$ cat src/rtl/thp_pkg.sv
// Shared types for the recursive modulo precoder.
package thp_pkg;
    // Symbol alphabet selector.
    typedef enum logic {
        MODE_NRZ  = 1'b0,
        MODE_PAM4 = 1'b1
    } thp_mode_e;
endpackage

$ cat src/rtl/thp_sym_map.sv
// Maps a symbol to a signed level inside the output window.
// Assumes a window span of 2**OUT_W. Two-level symbols sit at +-span/4.
// Four-level symbols sit at +-span/8 and +-3*span/8, in binary order.
module thp_sym_map
    import thp_pkg::*;
#(
    parameter int OUT_W = 6
) (
    input  thp_mode_e                 mode,
    input  logic [1:0]                sym,
    output logic signed [OUT_W-1:0]   level
);
    localparam int SPAN  = 2 ** OUT_W;
    localparam int NRZ_A = SPAN / 4;
    localparam int P_IN  = SPAN / 8;
    localparam int P_OUT = 3 * SPAN / 8;

    // Pure lookup of the level for the current mode.
    always_comb begin
        if (mode == MODE_NRZ) begin
            level = sym[0] ? OUT_W'(NRZ_A) : OUT_W'(-NRZ_A);
        end else begin
            case (sym)
                2'b00:   level = OUT_W'(-P_OUT);
                2'b01:   level = OUT_W'(-P_IN);
                2'b10:   level = OUT_W'(P_IN);
                default: level = OUT_W'(P_OUT);
            endcase
        end
    end
endmodule

$ cat src/rtl/thp_tap_regs.sv
// Static bank of signed feedback weights, written one at a time.
// Assumes the weights are changed only while the link is quiet.
// Cleared by the synchronous active-low reset.
module thp_tap_regs #(
    parameter int NTAP   = 8,
    parameter int COEF_W = 6,
    parameter int IDX_W  = 3
) (
    input  logic                          clk,
    input  logic                          rst_n,
    input  logic                          we,
    input  logic [IDX_W-1:0]              idx,
    input  logic [COEF_W-1:0]             val,
    output logic [NTAP-1:0][COEF_W-1:0]   coef,
    output logic                          all_zero
);
    for (genvar g = 0; g < NTAP; g++) begin : g_tap
        // Capture a weight when its position is addressed.
        always_ff @(posedge clk) begin
            if (!rst_n)
                coef[g] <= '0;
            else if (we && idx == IDX_W'(g))
                coef[g] <= val;
        end
    end

    // Flag used for the pass-through check.
    assign all_zero = ~|coef;


    tap_write_chk: assert property (@(posedge clk) disable iff (!rst_n)
        we |=> coef[$past(idx)] == $past(val));
endmodule

$ cat src/rtl/thp_fb_filter.sv
// Keeps the last NTAP drive codes and forms the rounded weighted sum.
// Only the low OUT_W bits of the rounded sum are returned, because the
// following subtraction is taken modulo 2**OUT_W anyway.
// Assumes FRAC >= 1 (weights are fixed point with FRAC fraction bits).
module thp_fb_filter #(
    parameter int NTAP   = 8,
    parameter int OUT_W  = 6,
    parameter int COEF_W = 6,
    parameter int FRAC   = 5
) (
    input  logic                          clk,
    input  logic                          rst_n,
    input  logic                          shift_en,
    input  logic [OUT_W-1:0]              new_code,
    input  logic [NTAP-1:0][COEF_W-1:0]   coef,
    output logic [OUT_W-1:0]              fb_mod
);
    localparam int PROD_W = OUT_W + COEF_W;
    localparam int ACC_W  = PROD_W + $clog2(NTAP) + 1;
    localparam logic signed [ACC_W-1:0] HALF = ACC_W'(1) <<< (FRAC - 1);

    logic [NTAP-1:0][OUT_W-1:0]   hist;
    logic signed [PROD_W-1:0]     prod [NTAP];
    logic signed [ACC_W-1:0]      acc;
    logic signed [ACC_W-1:0]      acc_rnd;

    // History line: newest code enters at position 0 on each symbol.
    always_ff @(posedge clk) begin
        if (!rst_n)
            hist <= '0;
        else if (shift_en)
            hist <= {hist[NTAP-2:0], new_code};
    end

    for (genvar g = 0; g < NTAP; g++) begin : g_mul
        assign prod[g] = $signed(hist[g]) * $signed(coef[g]);
    end

    // Full-precision sum of all products.
    always_comb begin
        acc = '0;
        for (int i = 0; i < NTAP; i++)
            acc = acc + ACC_W'(prod[i]);
    end

    // Round half up to the output LSB, keep the bits the modulo needs.
    assign acc_rnd = acc + HALF;
    assign fb_mod  = OUT_W'(acc_rnd >>> FRAC);


    hist_shift_chk: assert property (@(posedge clk) disable iff (!rst_n)
        shift_en |=> hist[0] == $past(new_code) && hist[1] == $past(hist[0]));

    hist_hold_chk: assert property (@(posedge clk) disable iff (!rst_n)
        !shift_en |=> $stable(hist));
endmodule

$ cat src/rtl/thp_precoder.sv
// Recursive modulo precoder: drive = wrap(level - round(sum w_k*x[n-k])).
// The loop closes in one clock: the new code is registered at the output
// and enters the history line on the same edge.
// Assumes one symbol per clock at most, gated by sym_vld.
module thp_precoder
    import thp_pkg::*;
#(
    parameter int NTAP   = 8,
    parameter int OUT_W  = 6,
    parameter int COEF_W = 6,
    parameter int FRAC   = 5,
    localparam int IDX_W = $clog2(NTAP)
) (
    input  logic                     clk,
    input  logic                     rst_n,
    input  logic                     mode_pam4,
    input  logic                     sym_vld,
    input  logic [1:0]               sym,
    input  logic                     tap_we,
    input  logic [IDX_W-1:0]         tap_idx,
    input  logic [COEF_W-1:0]        tap_val,
    output logic                     drv_vld,
    output logic signed [OUT_W-1:0]  drv_code
);
    thp_mode_e                   mode;
    logic signed [OUT_W-1:0]     level;
    logic [NTAP-1:0][COEF_W-1:0] coef;
    logic                        taps_zero;
    logic [OUT_W-1:0]            fb_mod;
    logic [OUT_W-1:0]            code_next;

    assign mode = thp_mode_e'(mode_pam4);

    thp_sym_map #(.OUT_W(OUT_W)) u_map (
        .mode  (mode),
        .sym   (sym),
        .level (level)
    );

    thp_tap_regs #(.NTAP(NTAP), .COEF_W(COEF_W), .IDX_W(IDX_W)) u_taps (
        .clk      (clk),
        .rst_n    (rst_n),
        .we       (tap_we),
        .idx      (tap_idx),
        .val      (tap_val),
        .coef     (coef),
        .all_zero (taps_zero)
    );

    thp_fb_filter #(.NTAP(NTAP), .OUT_W(OUT_W), .COEF_W(COEF_W), .FRAC(FRAC)) u_fb (
        .clk      (clk),
        .rst_n    (rst_n),
        .shift_en (sym_vld),
        .new_code (code_next),
        .coef     (coef),
        .fb_mod   (fb_mod)
    );

    // Modulo 2**OUT_W subtraction: truncation is the fold.
    assign code_next = level - fb_mod;

    // Output register and valid flag.
    always_ff @(posedge clk) begin
        if (!rst_n) begin
            drv_vld  <= 1'b0;
            drv_code <= '0;
        end else begin
            drv_vld <= sym_vld;
            if (sym_vld)
                drv_code <= code_next;
        end
    end


    reset_state_chk: assert property (@(posedge clk)
        !rst_n |=> drv_code == '0 && !drv_vld);

    valid_follow_chk: assert property (@(posedge clk) disable iff (!rst_n)
        sym_vld |=> drv_vld);

    idle_hold_chk: assert property (@(posedge clk) disable iff (!rst_n)
        !sym_vld |=> !drv_vld && $stable(drv_code));

    bypass_chk: assert property (@(posedge clk) disable iff (!rst_n)
        sym_vld && taps_zero |=> drv_code == $past(level));
endmodule

$ cat config.mk
export PLATFORM = sky130hd
export DESIGN_NAME = thp_precoder
export DESIGN_NICKNAME = d
export VERILOG_FILES = /design/src/rtl/thp_pkg.sv /design/src/rtl/thp_sym_map.sv /design/src/rtl/thp_tap_regs.sv /design/src/rtl/thp_fb_filter.sv /design/src/rtl/thp_precoder.sv
export SDC_FILE = /design/constraint.sdc
export NUM_CORES = 1
export LEC_CHECK = 0
export BUFFER_PORTS_ARGS = -buffer_cell sky130_fd_sc_hd__buf_2
export CAP_MARGIN = 20
export CORE_UTILIZATION = 40
export CTS_CLUSTER_SIZE = 12
export DETAILED_ROUTE_END_ITERATION = 10
export GPL_TIMING_DRIVEN = 1
export PLACE_DENSITY = 0.62
export SLEW_MARGIN = 25
export SYNTH_ARGS = -nofsm -noshare
export SYNTH_HDL_FRONTEND = slang
export SYNTH_SLANG_ARGS = --single-unit
$ cat constraint.sdc
create_clock -name clk -period 14.05 [get_ports clk]
set_clock_uncertainty 0.15 [all_clocks]
set_input_delay 0.7025 -clock clk [delete_from_list [all_inputs] [get_ports clk]]
set_output_delay 0.7025 -clock clk [all_outputs]
set_load 0.02 [all_outputs]
# Word-level counts from Yosys, hierarchy flattened
# Cells that the tools add are included.
# classes
n_eq_ne	9
multipliers	8
reduce_logical	10
add_sub_neg	9
n_mux	3
# ops
op	n
6-bit by 6-bit multiplier with 11-bit output	8
11-bit adder	7
6-bit one-hot mux with 3 select lines	1
3-bit equality test (second input constant)	4
6-bit 2-to-1 mux	2
11-bit by 6-bit adder with 11-bit output (second input constant)	1
1-bit logical AND	8
3-bit by 2-bit equality test with 1-bit output (second input constant)	2
6-bit subtractor	1
3-bit by 1-bit equality test with 1-bit output (second input constant)	1
3-bit logical NOT	1
2-bit by 1-bit equality test with 1-bit output (second input constant)	1
2-bit equality test (second input constant)	1
2-bit logical NOT	1
# totals
output_inout_bits	7
reg_bits	97

# Longest topological paths before layout
# depth
word_depth	10
ltp_mapped	32

# By module
# Synthesis repeated with hierarchy kept, for this count alone.
# unflattened
cells_unflattened	1514
hier_area_um2	14906.8
# modules_own_cells
mod	cells_each	n_inst	seq_area_each_um2	area_per_inst_um2
thp_fb_filter	1261	1	960.9	12316.8
thp_tap_regs	186	1	960.9	2015.7
thp_precoder	60	1	140.1	524.3
thp_sym_map	7	1	0.0	50.0

# Worst setup path after synthesis
# Ideal clock, no wire load.
# synth_timing
kind	register to register
start	register u_fb.hist[3] (netlist name)
end	register u_fb.hist[5] (netlist name)
t_arrival_ns	7.306
path_stages_with_launch	31
required_time_ns	13.772
setup_ns	0.128
slack_ns	6.466
cell_sequence	dfxtp_1 > nand2_1 > fa_1 > inv_1 > fa_1 > inv_1 > fa_1 > inv_1 > fa_1 > inv_1 > fa_1 > inv_1 > fa_1 > fa_1 > inv_1 > fa_1 > inv_1 > ha_1 > ha_1 > and4b_1 > a31o_2 > a21oi_2 > o21ai_1 > a21oi_1 > xnor2_1 > ha_1 > a21oi_1 > o21ai_0 > xnor2_1 > nand3b_1 > o211ai_1
# synth_via
elab_chain_len	10
# synth_lines
element	line	rtl
from (decl)	thp_fb_filter.sv:22	logic [NTAP-1:0][OUT_W-1:0] hist;
from (signal assigned)	thp_fb_filter.sv:32	hist <= {hist[NTAP-2:0], new_code};
6-bit by 6-bit multiplier with 11-bit output	thp_fb_filter.sv:36	assign prod[g] = $signed(hist[g]) * $signed(coef[g]);
11-bit adder (7 in a row)	thp_fb_filter.sv:43	acc = acc + ACC_W'(prod[i]);
11-bit by 6-bit adder with 11-bit output	thp_fb_filter.sv:47	assign acc_rnd = acc + HALF;
6-bit subtractor	thp_precoder.sv:60	assign code_next = level - fb_mod;
# Every way passes these cells.
# A chain may end at the register's enable or synchronous reset.

# Final worst setup path
# Same ends and word-level chain as after synthesis.

==> results.sh <==
export IMPL_clock_latency_ns=0.40
export IMPL_status="finished, violations left"
export IMPL_cts_setup_buffers=0
export IMPL_drtPass1Iterations=8
export IMPL_yosys_most_used_dff="dfxtp_1"
export IMPL_worstSetupPathType="reg -> reg"
export IMPL_powerDensity_nw_per_um2=56.1
export IMPL_routabilityCongestion=0.916
export IMPL_antenna_found_initial=0
export IMPL_clkTransAtPathRegs_ns=0.08
export IMPL_cts_buffers=9
export IMPL_fin_area_um2=15300
export IMPL_slew_headroom=0.266
export IMPL_hold_path_class="reg -> reg"
export IMPL_ys_warn_count=0
export IMPL_irDropWorstVdd_mv=0.0496
export IMPL_crit_fanout=9
export IMPL_fin_crit_sh=0.580
export IMPL_synthArstFlopShare=0
export IMPL_slew_viol_final=0
export IMPL_grt_max_degree=98
export IMPL_areaGrowthSynthToFinish_pct=5.53
export IMPL_critPathArrivalTime_ns=8.28
export IMPL_drive_gt1_frac=0.0361
export IMPL_final_antenna_net_count=0
export IMPL_cts_tree="done"
export IMPL_start_util=0.407
export IMPL_critPathCaptureType="flip-flop"
export IMPL_portBuffers=22
export IMPL_drt_vias_per_instance=4.74
export IMPL_dp_cells=1914
export IMPL_avgSynthCellArea_um2=9.81
export IMPL_tns_ns=0
export IMPL_synthCells=1480
export IMPL_crit_top_cell="fa_1"
export IMPL_synth_seq_cells=97
export IMPL_ys_top_cells_by_area="fa_1 (40%), dfxtp_1 (13%), inv_1 (9.1%)"
export IMPL_drtIter0Drc=463
export IMPL_finalHoldViolCount=0
export IMPL_fin_util=0.430
export IMPL_grt_pass1_vias=10217
export IMPL_yosysUniqueCellTypes=35
export IMPL_rows=69
export IMPL_dieArea_um2=37100
export IMPL_cts_hold_buf=0
export IMPL_n_antenna_cell=0
export IMPL_die_w_um=193
export IMPL_layout_min_cycle_time_ns=8.15
export IMPL_syn_area_um2=14500
export IMPL_place_area_um2=15000
export IMPL_worst_setup_path_start_kind="flip-flop"
export IMPL_worst_pin_slew_ns=1.10
export IMPL_core_area_um2=35700
export IMPL_grt_pass1_wl_um=59200
export IMPL_synth_seq_area_share=0.134
export IMPL_synth_edf_count=0
export IMPL_max_freq_mhz=123
export IMPL_yosysTopAreaCellShare=0.397
export IMPL_syn_nets=1878
export IMPL_drc=8
export IMPL_grt_usage=0.217
export IMPL_cts_max_level=3
export IMPL_crit_required_ns=14.18
export IMPL_violations="design-rule violations"
export IMPL_wirelength_um=36400
export IMPL_die_y_um=193
export IMPL_p_leak_nw=7.13
export IMPL_cts_resized=0
export IMPL_post_drt_wl_per_cell_um=18.8
export IMPL_nets=1862
export IMPL_dp_hpwl_um=30200
export IMPL_slowest_stage="fa_1"
export IMPL_vias=9141
export IMPL_cts_sinks=97
export IMPL_yosysTopAreaCell="fa_1"
export IMPL_stdcell_count=1930
export IMPL_io_pin_count=23
export IMPL_setup_viol=0
export IMPL_clockBufferDepth=2
export IMPL_grt_overflow_total=0
export IMPL_clockRootBuffer="clkbuf_16"
export IMPL_drv_cap=0
export IMPL_grt_setup_unrepaired="false"
export IMPL_max_stage_delay_ns=0.56
[final cells by class]
type,count,area (um^2)
Fill cell,3417,20300
Multi-Input combinational cell,981,11000
Sequential cell,97,1940
Inverter,351,1320
Tap cell,461,577
Clock buffer,9,225
Timing Repair Buffer,24,125
Clock inverter,7,124
[cells in the final DEF (no fill, tap or decap), types with 25 or more instances in the layout]
cell type / synthesis / layout
inv_1: 351 / 351
fa_1: 288 / 288
and2_1: 136 / 136
nor2b_1: 111 / 111
nand2_1: 107 / 107
dfxtp_1: 97 / 97
mux2i_1: 96 / 96
ha_1: 94 / 94
xnor2_1: 70 / 70
nand2b_1: 25 / 25
[power by group]
group / total, mW / switching [mW] / internal, mW / leakage (nW)
clock network: 0.305 / 0.129 / 0.176 / 0.167
registers: 0.326 / 0.0367 / 0.289 / 0.785
logic: 0.227 / 0.129 / 0.0988 / 6.18
total: 0.859 / 0.295 / 0.564 / 7.13
[Yosys cell counts (all sizes together), types with 3 or more instances]
library cell,instances
a21oi,12
clkbuf,30
xnor2,70
mux2i,96
xor2,9
dfxtp,97
nand2,107
nand4b,3
nor3,4
nand2b,25
nor2b,111
buf,21
and2,139
inv,351
fa,288
ha,94
nor2,8
[state kept, by name (all words and copies together) (netlist names)]
register / cells
u_taps.coef: 48
u_fb.hist: 48
drv_vld: 1
[stage by stage]
step	setup slack (ns)	hold WS (ns)	power, mW
after floorplan	6.47	0.381	0.495
after global placement	6.12	0.424	0.553
after detailed placement	5.90	0.446	0.559
after CTS	5.88	0.457	0.866
after global routing	5.45	0.497	0.904
final	5.90	0.469	0.859
[cell families after synthesis]
| logic type | synth area share |
|---|---|
| buffers and inverters | 0.108 |
| and+or+nand+nor | 0.156 |
| DFF | 0.134 |
| xor gates and xnor gates | 0.0477 |
| muxes | 0.0662 |
| AOI/OAI and AO/OA | 0.00974 |
| adders and majority gates | 0.478 |
[worst paths after layout]
path | startpoint | endpoint | slack (ns) | cells after the start
setup / recovery | u_fb.hist[3]$_SDFFE_PN0P_ | u_fb.hist[5]$_SDFFE_PN0P_ | 5.90 | 30
hold / removal | u_taps.coef[26]$_SDFFE_PN0P_ | u_taps.coef[26]$_SDFFE_PN0P_ | 0.47 | 2
setup reg to reg | u_fb.hist[3]$_SDFFE_PN0P_ | u_fb.hist[5]$_SDFFE_PN0P_ | 5.90 | 30
hold reg to reg | u_taps.coef[26]$_SDFFE_PN0P_ | u_taps.coef[26]$_SDFFE_PN0P_ | 0.47 | 2
[layer usage]
layer / track usage / up-vias / part of all wire
li1: - / 4267 / -
met1: 0.303 / 4692 / 0.47
met2: 0.351 / 151 / 0.47
met3: 0.0304 / 31 / 0.033
met4: 0.0603 / 0 / 0.020
met5: 0 / - / 0
[worst max-delay path, delay by kind of cell, from the launching register on]
kind / cells / cell delay [ns]
buffers and inverters: 7 / 0.37
XOR/XNOR: 2 / 0.31
flip-flops: 1 / 0.51
AND/OR/NAND/NOR: 3 / 0.46
adder cells (fa/ha/maj): 11 / 5.00
AO/OA/AOI/OAI: 7 / 1.22
Power figures use the tool's default switching activity.
